$ cat src/rtl/adcr_pkg.sv
package adcr_pkg;
  typedef enum logic [2:0] {
    ST_IDLE,
    ST_CNV,
    ST_BUSYH,
    ST_BUSYL,
    ST_SHIFT,
    ST_TAIL,
    ST_GAP
  } adcr_state_e;

  typedef struct packed {
    logic one_wire;
    logic split;
    logic stat;
  } adcr_cfg_t;
endpackage

$ cat src/rtl/adcr_sync.sv
module adcr_sync #(
  parameter int   STAGES  = 2,
  parameter logic RST_VAL = 1'b0
) (
  input  logic clk,
  input  logic rst_n,
  input  logic d_i,
  output logic q_o
);
  logic [STAGES-1:0] chain_q;

  always_ff @(posedge clk or negedge rst_n) begin
    if (!rst_n) chain_q <= {STAGES{RST_VAL}};
    else        chain_q <= {chain_q[STAGES-2:0], d_i};
  end

  assign q_o = chain_q[STAGES-1];
endmodule

$ cat src/rtl/adcr_tick.sv
module adcr_tick #(
  parameter int DIV_W = 8
) (
  input  logic             clk,
  input  logic             rst_n,
  input  logic             en_i,
  input  logic [DIV_W-1:0] div_i,
  output logic             tick_o
);
  logic [DIV_W-1:0] cnt_q, cnt_d, lim;

  assign lim    = (div_i == '0) ? '0 : div_i - DIV_W'(1);
  assign tick_o = en_i && (cnt_q == lim);

  always_comb begin
    cnt_d = cnt_q;
    if (!en_i)       cnt_d = '0;
    else if (tick_o) cnt_d = '0;
    else             cnt_d = cnt_q + DIV_W'(1);
  end

  always_ff @(posedge clk or negedge rst_n) begin
    if (!rst_n) cnt_q <= '0;
    else        cnt_q <= cnt_d;
  end
endmodule

$ cat src/rtl/adcr_lane.sv
module adcr_lane #(
  parameter int DATA_W = 16
) (
  input  logic              clk,
  input  logic              rst_n,
  input  logic              smp_i,
  input  logic              din_i,
  output logic [DATA_W-1:0] word_o
);
  logic [DATA_W-1:0] sh_q, sh_d;

  always_comb begin
    sh_d = sh_q;
    if (smp_i) sh_d = {sh_q[DATA_W-2:0], din_i};
  end

  always_ff @(posedge clk or negedge rst_n) begin
    if (!rst_n) sh_q <= '0;
    else        sh_q <= sh_d;
  end

  assign word_o = sh_q;
endmodule

$ cat src/rtl/adcr_ctrl.sv
module adcr_ctrl
  import adcr_pkg::*;
#(
  parameter int DATA_W    = 16,
  parameter int MAX_PAIRS = 4,
  parameter int DIV_W     = 8,
  parameter int CNV_CYC   = 4,
  parameter int CSH_CYC   = 3,
  localparam int PAIR_W   = $clog2(MAX_PAIRS + 1),
  localparam int BIT_W    = $clog2(DATA_W),
  localparam int CNT_MAX  = (CNV_CYC > CSH_CYC) ? CNV_CYC : CSH_CYC,
  localparam int CNT_W    = $clog2(CNT_MAX + 1)
) (
  input  logic              clk,
  input  logic              rst_n,
  input  logic              start_i,
  input  logic              one_wire_i,
  input  logic              split_i,
  input  logic              stat_i,
  input  logic [PAIR_W-1:0] pairs_i,
  input  logic [DIV_W-1:0]  div_i,
  input  logic              busy_s_i,
  input  logic              tick_i,
  output logic              tick_en_o,
  output logic [DIV_W-1:0]  div_o,
  output logic              cnv_o,
  output logic              cs_n_o,
  output logic              sclk_o,
  output logic              smp_o,
  output logic              done_o,
  output logic [1:0]        done_pos_o,
  output logic              done_last_o,
  output logic              one_wire_o
);
  adcr_state_e       st_q, st_d;
  adcr_cfg_t         cfg_q, cfg_d;
  logic [PAIR_W-1:0] np_q, np_d, pair_q, pair_d;
  logic [DIV_W-1:0]  div_q, div_d;
  logic [CNT_W-1:0]  cnt_q, cnt_d;
  logic [BIT_W-1:0]  bit_q, bit_d;
  logic [1:0]        wpos_q, wpos_d, wpp;
  logic              sclk_q, sclk_d, cs_q, cs_d, cnv_q, cnv_d;
  logic              end_q, end_d, all_q, all_d, smp;
  logic              done_q, done_d, dlast_q, dlast_d;
  logic [1:0]        dpos_q, dpos_d;
  logic              last_bit, last_word, last_pair, split_eff, launch;

  assign launch    = (st_q == ST_IDLE) && start_i;
  assign wpp       = 2'd1 + {1'b0, cfg_q.one_wire} + {1'b0, cfg_q.stat};
  assign last_bit  = (bit_q == BIT_W'(DATA_W - 1));
  assign last_word = (wpos_q == wpp - 2'd1);
  assign last_pair = (pair_q == np_q - PAIR_W'(1));
  assign split_eff = cfg_q.one_wire && cfg_q.split && !cfg_q.stat &&
                     (np_q == PAIR_W'(1));

  // state sequencing
  always_comb begin
    st_d   = st_q;
    cnt_d  = cnt_q;
    sclk_d = sclk_q;
    smp    = 1'b0;
    case (st_q)
      ST_IDLE:  if (start_i) begin st_d = ST_CNV; cnt_d = '0; end
      ST_CNV:   if (cnt_q == CNT_W'(CNV_CYC - 1)) st_d = ST_BUSYH;
                else cnt_d = cnt_q + CNT_W'(1);
      ST_BUSYH: if (busy_s_i) st_d = ST_BUSYL;
      ST_BUSYL: if (!busy_s_i) st_d = ST_SHIFT;
      ST_SHIFT: if (tick_i) begin
                  if (sclk_q) begin
                    sclk_d = 1'b0;
                    smp    = 1'b1;
                  end else begin
                    sclk_d = 1'b1;
                    if (end_q) st_d = ST_TAIL;
                  end
                end
      ST_TAIL:  if (tick_i) begin st_d = ST_GAP; cnt_d = '0; end
      ST_GAP:   if (cnt_q == CNT_W'(CSH_CYC - 1)) st_d = all_q ? ST_IDLE : ST_SHIFT;
                else cnt_d = cnt_q + CNT_W'(1);
      default:  st_d = ST_IDLE;
    endcase
  end

  // configuration latch
  always_comb begin
    cfg_d = cfg_q;
    np_d  = np_q;
    div_d = div_q;
    if (launch) begin
      cfg_d.one_wire = one_wire_i;
      cfg_d.split    = split_i;
      cfg_d.stat     = stat_i;
      div_d          = div_i;
      if (pairs_i == '0)                       np_d = PAIR_W'(1);
      else if (pairs_i > PAIR_W'(MAX_PAIRS))   np_d = PAIR_W'(MAX_PAIRS);
      else                                     np_d = pairs_i;
    end
  end

  // bit, word and pair bookkeeping
  always_comb begin
    bit_d   = bit_q;
    wpos_d  = wpos_q;
    pair_d  = pair_q;
    end_d   = end_q;
    all_d   = all_q;
    done_d  = 1'b0;
    dpos_d  = dpos_q;
    dlast_d = dlast_q;
    if (launch) begin
      bit_d  = '0;
      wpos_d = '0;
      pair_d = '0;
      end_d  = 1'b0;
      all_d  = 1'b0;
    end else if (st_q == ST_TAIL) begin
      end_d = 1'b0;
    end else if (smp) begin
      bit_d = last_bit ? '0 : bit_q + BIT_W'(1);
      if (last_bit) begin
        done_d  = 1'b1;
        dpos_d  = wpos_q;
        dlast_d = last_word;
        end_d   = split_eff || (last_word && last_pair);
        all_d   = last_word && last_pair;
        if (last_word) begin
          wpos_d = '0;
          pair_d = pair_q + PAIR_W'(1);
        end else begin
          wpos_d = wpos_q + 2'd1;
        end
      end
    end
  end

  assign cnv_d = (st_d == ST_CNV);
  assign cs_d  = !((st_d == ST_SHIFT) || (st_d == ST_TAIL));

  always_ff @(posedge clk or negedge rst_n) begin
    if (!rst_n) begin
      st_q    <= ST_IDLE;
      cfg_q   <= '0;
      np_q    <= PAIR_W'(1);
      div_q   <= DIV_W'(1);
      cnt_q   <= '0;
      bit_q   <= '0;
      wpos_q  <= '0;
      pair_q  <= '0;
      sclk_q  <= 1'b1;
      cs_q    <= 1'b1;
      cnv_q   <= 1'b0;
      end_q   <= 1'b0;
      all_q   <= 1'b0;
      done_q  <= 1'b0;
      dpos_q  <= '0;
      dlast_q <= 1'b0;
    end else begin
      st_q    <= st_d;
      cfg_q   <= cfg_d;
      np_q    <= np_d;
      div_q   <= div_d;
      cnt_q   <= cnt_d;
      bit_q   <= bit_d;
      wpos_q  <= wpos_d;
      pair_q  <= pair_d;
      sclk_q  <= sclk_d;
      cs_q    <= cs_d;
      cnv_q   <= cnv_d;
      end_q   <= end_d;
      all_q   <= all_d;
      done_q  <= done_d;
      dpos_q  <= dpos_d;
      dlast_q <= dlast_d;
    end
  end

  assign tick_en_o   = (st_q == ST_SHIFT) || (st_q == ST_TAIL);
  assign div_o       = div_q;
  assign cnv_o       = cnv_q;
  assign cs_n_o      = cs_q;
  assign sclk_o      = sclk_q;
  assign smp_o       = smp;
  assign done_o      = done_q;
  assign done_pos_o  = dpos_q;
  assign done_last_o = dlast_q;
  assign one_wire_o  = cfg_q.one_wire;
endmodule

$ cat src/rtl/adcr_collect.sv
module adcr_collect #(
  parameter int DATA_W = 16
) (
  input  logic              clk,
  input  logic              rst_n,
  input  logic              done_i,
  input  logic [1:0]        pos_i,
  input  logic              last_i,
  input  logic              one_wire_i,
  input  logic [DATA_W-1:0] lane0_i,
  input  logic [DATA_W-1:0] lane1_i,
  output logic [DATA_W-1:0] a_o,
  output logic [DATA_W-1:0] b_o,
  output logic [DATA_W-1:0] stat_o,
  output logic              valid_o
);
  logic [DATA_W-1:0] a_q, a_d, b_q, b_d, s_q, s_d;
  logic              v_q, v_d;

  always_comb begin
    a_d = a_q;
    b_d = b_q;
    s_d = s_q;
    v_d = done_i && last_i;
    if (done_i) begin
      if (one_wire_i) begin
        case (pos_i)
          2'd0:    a_d = lane0_i;
          2'd1:    b_d = lane0_i;
          default: s_d = lane0_i;
        endcase
      end else if (pos_i == 2'd0) begin
        a_d = lane0_i;
        b_d = lane1_i;
      end else begin
        s_d = lane0_i;
      end
    end
  end

  always_ff @(posedge clk or negedge rst_n) begin
    if (!rst_n) begin
      a_q <= '0;
      b_q <= '0;
      s_q <= '0;
      v_q <= 1'b0;
    end else begin
      a_q <= a_d;
      b_q <= b_d;
      s_q <= s_d;
      v_q <= v_d;
    end
  end

  assign a_o     = a_q;
  assign b_o     = b_q;
  assign stat_o  = s_q;
  assign valid_o = v_q;
endmodule

$ cat src/rtl/dual_adc_reader.sv
module dual_adc_reader #(
  parameter int DATA_W      = 16,
  parameter int MAX_PAIRS   = 4,
  parameter int DIV_W       = 8,
  parameter int CNV_CYC     = 4,
  parameter int CSH_CYC     = 3,
  parameter int SYNC_STAGES = 2
) (
  input  logic                           clk,
  input  logic                           rst_n,
  input  logic                           start_i,
  input  logic                           one_wire_i,
  input  logic                           split_i,
  input  logic                           status_en_i,
  input  logic [$clog2(MAX_PAIRS+1)-1:0] pairs_i,
  input  logic [DIV_W-1:0]               clk_div_i,
  input  logic                           busy_i,
  input  logic                           sdo_a_i,
  input  logic                           sdo_b_i,
  output logic                           cnv_o,
  output logic                           cs_n_o,
  output logic                           sclk_o,
  output logic                           res_valid_o,
  output logic [DATA_W-1:0]              res_a_o,
  output logic [DATA_W-1:0]              res_b_o,
  output logic [DATA_W-1:0]              res_stat_o
);
  localparam int LANES = 2;

  logic [1:0]        rst_chain_q;
  logic              rst_s_n, busy_s, tick, tick_en, smp;
  logic              done, done_last, ow;
  logic [1:0]        done_pos;
  logic [DIV_W-1:0]  div_cur;
  logic [LANES-1:0]  sdo;
  logic [DATA_W-1:0] lane_word [LANES];

  // reset: asserted at once, released on the clock
  always_ff @(posedge clk or negedge rst_n) begin
    if (!rst_n) rst_chain_q <= 2'b00;
    else        rst_chain_q <= {rst_chain_q[0], 1'b1};
  end
  assign rst_s_n = rst_chain_q[1];

  adcr_sync #(.STAGES(SYNC_STAGES), .RST_VAL(1'b0)) u_busy_sync (
    .clk(clk), .rst_n(rst_s_n), .d_i(busy_i), .q_o(busy_s)
  );

  adcr_ctrl #(
    .DATA_W(DATA_W), .MAX_PAIRS(MAX_PAIRS), .DIV_W(DIV_W),
    .CNV_CYC(CNV_CYC), .CSH_CYC(CSH_CYC)
  ) u_ctrl (
    .clk(clk), .rst_n(rst_s_n), .start_i(start_i),
    .one_wire_i(one_wire_i), .split_i(split_i), .stat_i(status_en_i),
    .pairs_i(pairs_i), .div_i(clk_div_i), .busy_s_i(busy_s),
    .tick_i(tick), .tick_en_o(tick_en), .div_o(div_cur),
    .cnv_o(cnv_o), .cs_n_o(cs_n_o), .sclk_o(sclk_o), .smp_o(smp),
    .done_o(done), .done_pos_o(done_pos), .done_last_o(done_last),
    .one_wire_o(ow)
  );

  adcr_tick #(.DIV_W(DIV_W)) u_tick (
    .clk(clk), .rst_n(rst_s_n), .en_i(tick_en), .div_i(div_cur), .tick_o(tick)
  );

  assign sdo = {sdo_b_i, sdo_a_i};

  for (genvar g = 0; g < LANES; g++) begin : g_lane
    adcr_lane #(.DATA_W(DATA_W)) u_lane (
      .clk(clk), .rst_n(rst_s_n), .smp_i(smp), .din_i(sdo[g]),
      .word_o(lane_word[g])
    );
  end

  adcr_collect #(.DATA_W(DATA_W)) u_collect (
    .clk(clk), .rst_n(rst_s_n), .done_i(done), .pos_i(done_pos),
    .last_i(done_last), .one_wire_i(ow), .lane0_i(lane_word[0]),
    .lane1_i(lane_word[1]), .a_o(res_a_o), .b_o(res_b_o),
    .stat_o(res_stat_o), .valid_o(res_valid_o)
  );
endmodule

$ cat config.mk
export PLATFORM = sky130hd
export DESIGN_NAME = dual_adc_reader
export DESIGN_NICKNAME = d
export VERILOG_FILES = /design/src/rtl/adcr_pkg.sv /design/src/rtl/adcr_sync.sv /design/src/rtl/adcr_tick.sv /design/src/rtl/adcr_lane.sv /design/src/rtl/adcr_ctrl.sv /design/src/rtl/adcr_collect.sv /design/src/rtl/dual_adc_reader.sv
export SDC_FILE = /design/constraint.sdc
export NUM_CORES = 1
export LEC_CHECK = 0
export BUFFER_PORTS_ARGS = -buffer_cell sky130_fd_sc_hd__buf_2
export CAP_MARGIN = 20
export CORE_ASPECT_RATIO = 1.5
export CORE_MARGIN = 1
export CORE_UTILIZATION = 55
export DETAILED_ROUTE_END_ITERATION = 8
export GPL_TIMING_DRIVEN = 0
export PLACE_DENSITY = 0.76
export SLEW_MARGIN = 20
export SYNTH_ARGS = -nofsm -noshare
export SYNTH_HDL_FRONTEND = slang
export SYNTH_SLANG_ARGS = --single-unit
export TNS_END_PERCENT = 5
$ cat constraint.sdc
create_clock -name clk -period 8.1 [get_ports clk]
set_input_delay 1.62 -clock clk [delete_from_list [all_inputs] [get_ports clk]]
set_output_delay 1.62 -clock clk [all_outputs]
set_load 0.01 [all_outputs]
== Yosys cells after proc, flatten, opt, wreduce, memory -nomap -nowiden ==
Cells that the tools add are included.

* Word-level logic and storage cells: 156
* Input bits: 20
* Bits in registers: 131

* $add $sub $neg: 10
* Equality and inequality tests: 25
* Muxes and demuxes: 57
* Magnitude comparators: 1
* Bitwise gates (word level): 2
* Reduce and logical (&&, ||, !) cells: 34

{| class="wikitable"
|+ Operator list
! operator !! number
|-
| $mux 16 || 6
|-
| $mux 3 || 21
|-
| $mux 8 || 3
|-
| $pmux 3 s7 || 1
|-
| $mux 1 || 16
|-
| $mux 4 || 4
|-
| $eq 3x3->1 const B || 5
|-
| $eq 3x2->1 const B || 4
|-
| $ne 2x2->1 const B || 6
|-
| $pmux 3 s4 || 1
|-
| $mux 2 || 5
|-
| $eq 3x1->1 const B || 3
|-
| $reduce_and 3->1 || 3
|-
| $add 8x1->8 const B || 1
|-
| $eq 8x8->1 || 1
|-
| $logic_not 8->1 || 1
|-
| $reduce_and 2->1 || 4
|-
| $reduce_and 4->1 || 2
|-
| $reduce_bool 2->1 || 4
|-
| $sub 8x1->8 const B || 1
|-
| $logic_and 1x1->1 || 7
|-
| $add 3x1->3 const B || 2
|-
| $logic_not 3->1 || 2
|-
| $reduce_bool 3->1 || 2
|-
| 19 further kinds || 24
|}

== Logic depth before layout (Yosys ltp) ==
* Word-level depth: 10
* Gate-level depth with buffers: 13
* Mapped depth without buffers: 9

== By module ==
From an unflattened synthesis, not the netlist that was laid out.

* Cells, all modules: 495
* Area total of the unflattened synthesis: 6,236.0 um^2

{| class="wikitable"
|+ Modules (own cells, without submodules)
! module !! seq. area each (um^2) !! area each (um^2) !! cells an instance !! times used
|-
| adcr_collect || 1,226.2 || 2,057.0 || 125 || 1
|-
| adcr_ctrl || 955.9 || 1,941.9 || 200 || 1
|-
| adcr_lane || 400.4 || 649.4 || 34 || 2
|-
| adcr_tick || 200.2 || 834.6 || 97 || 1
|-
| dual_adc_reader || 50.0 || 53.8 || 3 || 1
|-
| adcr_sync || 50.0 || 50.0 || 2 || 1
|}

== Worst setup path before layout ==
No wires, ideal clock.

* Path type: flip-flop to flip-flop
* Start: register u_ctrl.div_q[0] (netlist: u_ctrl.div_o[0])
* End: register u_ctrl.dlast_q (netlist: u_ctrl.done_last_o)
* Slack: 4,940 ps
* Period minus slack after synthesis: 3,160 ps
* Required time: 7,975 ps
* Data arrival time: 3,035 ps
* Setup time: 125 ps
* Stages on the path, launching flop included: 12
* Cells stage by stage: dfstp_2 -> clkbuf_1 -> inv_1 -> ha_1 -> or4b_2 -> o211ai_1 -> o211ai_1 -> and2_1 -> buf_4 -> nand4_2 -> clkbuf_1 -> mux2_2

* Word-level cells in the longest chain between the ends: 7
* Elaborated cells between the ends (all ways): 8

{| class="wikitable"
|+ Ends and longest elaborated chain
! what !! RTL line !! RTL
|-
| start: declaration || adcr_ctrl.sv:38 || <nowiki>logic [DIV_W-1:0] div_q, div_d;</nowiki>
|-
| start signal: assignment || adcr_ctrl.sv:161 || <nowiki>div_q <= div_d;</nowiki>
|-
| $sub 8x1->8 or $logic_not 8->1 (tied branches) || adcr_tick.sv:12 || <nowiki>assign lim = (div_i == '0) ? '0 : div_i - DIV_W'(1);</nowiki>
|-
| $mux 8 * || adcr_tick.sv:12 ||
|-
| $eq 8x8->1 * || adcr_tick.sv:13 || <nowiki>assign tick_o = en_i && (cnt_q == lim);</nowiki>
|-
| $logic_and 1x1->1 * || adcr_tick.sv:13 ||
|-
| $mux 1 * || adcr_ctrl.sv:68 || <nowiki>ST_SHIFT: if (tick_i) begin</nowiki>
|-
| $mux 1 * || adcr_ctrl.sv:62 || <nowiki>case (st_q)</nowiki>
|-
| $reduce_and 4->1 (no line) * || -- ||
|-
| end signal: assignment || adcr_ctrl.sv:173 || <nowiki>dlast_q <= dlast_d;</nowiki>
|-
| end: declaration || adcr_ctrl.sv:44 || <nowiki>logic done_q, done_d, dlast_q, dlast_d;</nowiki>
|}

Every way passes the cells marked *; elsewhere a longest branch is shown, timed or not.
A chain may end at the register's enable or synchronous reset.

== Final worst setup path ==
* Start: register u_ctrl.div_q[0] (netlist: u_ctrl.div_o[0])
* End: register u_ctrl.pair_q[2]

* Word-level cells in the longest chain between the ends: 8
* Elaborated cells between the ends (all ways): 9

{| class="wikitable"
|+ Ends and longest elaborated chain
! what !! RTL line !! RTL
|-
| $sub 8x1->8 or $logic_not 8->1 (tied branches) || adcr_tick.sv:12 ||
|-
| $mux 8 * || adcr_tick.sv:12 ||
|-
| $eq 8x8->1 * || adcr_tick.sv:13 ||
|-
| $logic_and 1x1->1 * || adcr_tick.sv:13 ||
|-
| $mux 1 * || adcr_ctrl.sv:68 ||
|-
| $mux 1 * || adcr_ctrl.sv:62 ||
|-
| $reduce_bool 2->1 (no line) * || -- ||
|-
| $reduce_and 4->1 (no line) * || -- ||
|-
| end signal: assignment || adcr_ctrl.sv:165 || <nowiki>pair_q <= pair_d;</nowiki>
|-
| end: declaration || adcr_ctrl.sv:37 || <nowiki>logic [PAIR_W-1:0] np_q, np_d, pair_q, pair_d;</nowiki>
|}

Marked as above.

==> key figures <==
Run status
  – Status: complete, no violations

Timing
  – Max Clock Skew: 0.0148 ns
  – Fin. Hold Viols: 0
  – Max Fclk: around 0.27 GHz
  – Slew headroom: 0.483
  – Final setup margin: 4.37 ns
  – Final Max Tran Viols: 0
  – Tmin final: 3.73 ns
  – Setup violators final: 0
  – Tcrit/Tclk final: 0.460
  – Setup TNS Final: 0 ns
  – RSZ-0062 raised after global routing: false
  – Worst slew pin tran: 0.775 ns

Layout
  – FF+latch area: between 3000 and 4000 µm²
  – Share of post-route cells with drive strength above 1: 0.227
  – Final nets: roughly 700
  – Antenna cells: 0
  – Synthesis-to-layout area growth: 20.4%
  – Fillers: 830
  – Multi-input gate area: 2520 µm²

Clock network
  – Longest Clk Path Bufs: 2
  – Post_cts resized: 0
  – Clock Root Buffer: clkbuf_16
  – CTS clock-pin slew for the worst setup and hold paths: 0.06 ns
  – Clock Latency Late Sink: 0.42 ns
  – Post-CTS Setup Inserts: 0
  – Hold_buf cts: 0
  – CTS Sinks: between 100 and 150
  – CTS Buf Count: 17
  – CTS tree: yes
  – Number of H-tree levels: 4

Global routing
  – Grt ovf: 0
  – All-Layer GR Usage: 0.266
  – Vias in the first global route: 4818
  – Pin count of the biggest net entering global routing: 59
  – First-pass GRT wire length: 23000 µm
  – Initial antenna violation count: 0

Critical path
  – Flop-to-flop setup slack: 4.37 ns
  – Startpoint Class: flop
  – Worst Setup SP: u_ctrl.div_o[0]
  – Start of the worst register-to-register path: u_ctrl.div_o[0]
  – Crit. End Element: flop
  – Critical path class: flop to flop
  – R2r endpoint: u_ctrl.pair_q[2]
  – Max FO, Critical Path: 10
  – R2R depth: 13
  – Required time of the critical path: 8.38 ns
  – Arrival time worst endpoint: 4.00 ns

Routing
  – # DRC: 0
  – Routed met1 length: around 5400 µm
  – Met2 Routed Length: roughly 7400 µm
  – Routed Antenna Nets: 0
  – 1st-pass router iterations: 5
  – Wire per inst: 16.4 µm
  – Top sig layer: met4
  – Initial DRC Count: about 270
  – Final wirelength: 13700 µm
  – Met3 WL: between 400 and 500 µm
  – Via/cell ratio: 5.56
  – Via count: 4652

Power
  – Pwr Density: 297 nW/µm²
  – Total Power: between 2000 and 2500 µW
  – LEAKAGE: approximately 0.0037 µW
  – Max rail drop VDD: 0.194 mV

Synthesis
  – Synth Area per Inst: 10.2 µm²
  – Share of the synthesized area in the top cell type: 0.530
  – Synth Instances: between 500 and 600
  – Netlist cell types: 60
  – Syn Nets: 617
  – Synth top area cells: dfrtp_1 (53%), nand2_1 (8.9%), mux2_2 (6.4%)
  – Register area share after synthesis: 0.547
  – Synthesized area: 6000 µm²
  – FFs w/ async S/R, synth: 1.00
  – Synth Flop Type: dfrtp_1
  – Flops & latches, synth: 131
  – Synth warn: 0
  – Area leader, netlist: dfrtp_1
  – Number of synthesized flops with an enable pin: 0

Floorplan
  – Die Span X: 87.3 µm
  – Core area: 10600 µm²
  – Die ar.: 11300 µm²
  – Initial Util: 0.566
  – Num rows: 46
  – Ports: a little over 70
  – Die height: 130 µm

Placed design
  – Port bufs: just over 70
  – Pre-CTS setup slack: 4.54 ns
  – Gpl congestion: 0.844
  – HPWL after detailed placement: 9220 µm

Run
  – Max_cap viols: 0

Worst hold path
  – Hold WC Path Type: flop to async pin
-- cells in the mapped netlist, types with 3 or more instances --
master / n
mux2_2: 34
nand3_1: 13
and3_1: 4
inv_1: 18
or3_1: 8
dfrtp_1: 127
nor3_1: 6
and2_1: 5
o31ai_1: 3
o21ai_0: 16
o211ai_1: 4
xor2_1: 7
a211oi_1: 5
mux2i_1: 17
clkbuf_1: 20
ha_1: 10
nand4_1: 3
nor2b_1: 7
dfstp_2: 4
a32oi_1: 3
nand2_1: 142
xnor2_1: 10
buf_2: 5
a21oi_1: 32
nor2_1: 31
or4_1: 5
nand2b_1: 7
-- worst max-delay path by stage --
stage | cells past startpoint | end | slack [ns]
after floorplan | 0 | g_lane[0].u_lane.word_o[0] | 4.19
after global placement | 0 | u_ctrl.div_o[7] | 2.96
after detailed placement | 11 | u_ctrl.done_last_o | 4.54
after CTS | 13 | u_ctrl.pair_q[2] | 4.39
after global routing | 13 | u_ctrl.pair_q[2] | 4.13
final | 13 | u_ctrl.pair_q[2] | 4.37
-- metrics by stage --
stage	util	std cells	cell area, µm²	hold slack (ns)
floorplan	-	587	6000	0.331
global placement	0.617	802	6530	0.337
detailed placement	0.623	804	6590	0.227
CTS	0.682	836	7220	0.237
global route	0.682	836	7220	0.250
finish	0.682	836	7220	0.224
-- state kept, by name, summed over array words and instances (netlist names), 2 cells and up --
name                  cells
g_lane.u_lane.word_o     32
u_collect.a_o            16
u_collect.b_o            16
u_collect.stat_o         16
u_ctrl.div_o              8
u_tick.cnt_q              8
u_ctrl.bit_q              4
u_ctrl.cnt_q              3
u_ctrl.np_q               3
u_ctrl.pair_q             3
u_ctrl.st_q               3
rst_chain_q               2
u_busy_sync.chain_q       2
u_ctrl.cfg_q              2
u_ctrl.done_pos_o         2
u_ctrl.wpos_q             2
-- final cells by class --
cell class	count	share of cell area
well taps	144	0.0249
clock inverters	14	0.0277
plain buffers	28	0.0170
multi-input cells	410	0.350
repair buffers	73	0.0568
clock buffers	18	0.0594
flip-flops and latches	131	0.455
inverters	18	0.00936
-- worst max-delay path, cell delays in order (launching register included) --
cell	delay [ns]
dfstp_2	0.36
clkbuf_1	0.19
inv_1	0.17
ha_1	0.18
clkbuf_1	0.37
or3b_2	0.51
or4_1	0.42
o211ai_1	0.13
and2_1	0.17
buf_4	0.16
nand4_2	0.19
clkbuf_1	0.32
o31ai_1	0.33
a21oi_1	0.10
-- placed cells by master (no fill, tap or decap), drive strengths merged, types with 4 or more instances in the layout --
cell type and n:
a211oi 5, a21oi 32, and2 6, and3 4, buf 81, bufinv 4
clkbuf 38, clkinv 6, dfrtp 127, dfstp 4, ha 10, inv 22
mux2 34, mux2i 17, nand2 142, nand2b 7, nand3 14, nand4 4
nor2 31, nor2b 7, nor3 6, nor4 4, o211ai 4, o21ai 17
or3 8, or4 5, xnor2 10, xor2 7
-- cells by family after synthesis --
logic type / synth area share
compound gates: 0.0849
other cells: 0.000625
xor+xnor: 0.0288
flops: 0.547
mux: 0.0922
fa+ha+maj: 0.0209
buf+inv: 0.0317
simple gates: 0.194
-- metal layers --
layer	vias up	GRT usage
met4	0	0.106
met1	2299	0.312
met5	-	0
met3	38	0.0595
met2	124	0.470
li1	2191	-
-- power breakdown --
group          switching (µW)  total, µW  leakage, µW  internal [µW]
clock network             297        816     0.000310            519
logic                     325        538      0.00162            213
registers                71.7        792      0.00176            720
Note: power is estimated with default switching activity, not from simulation.
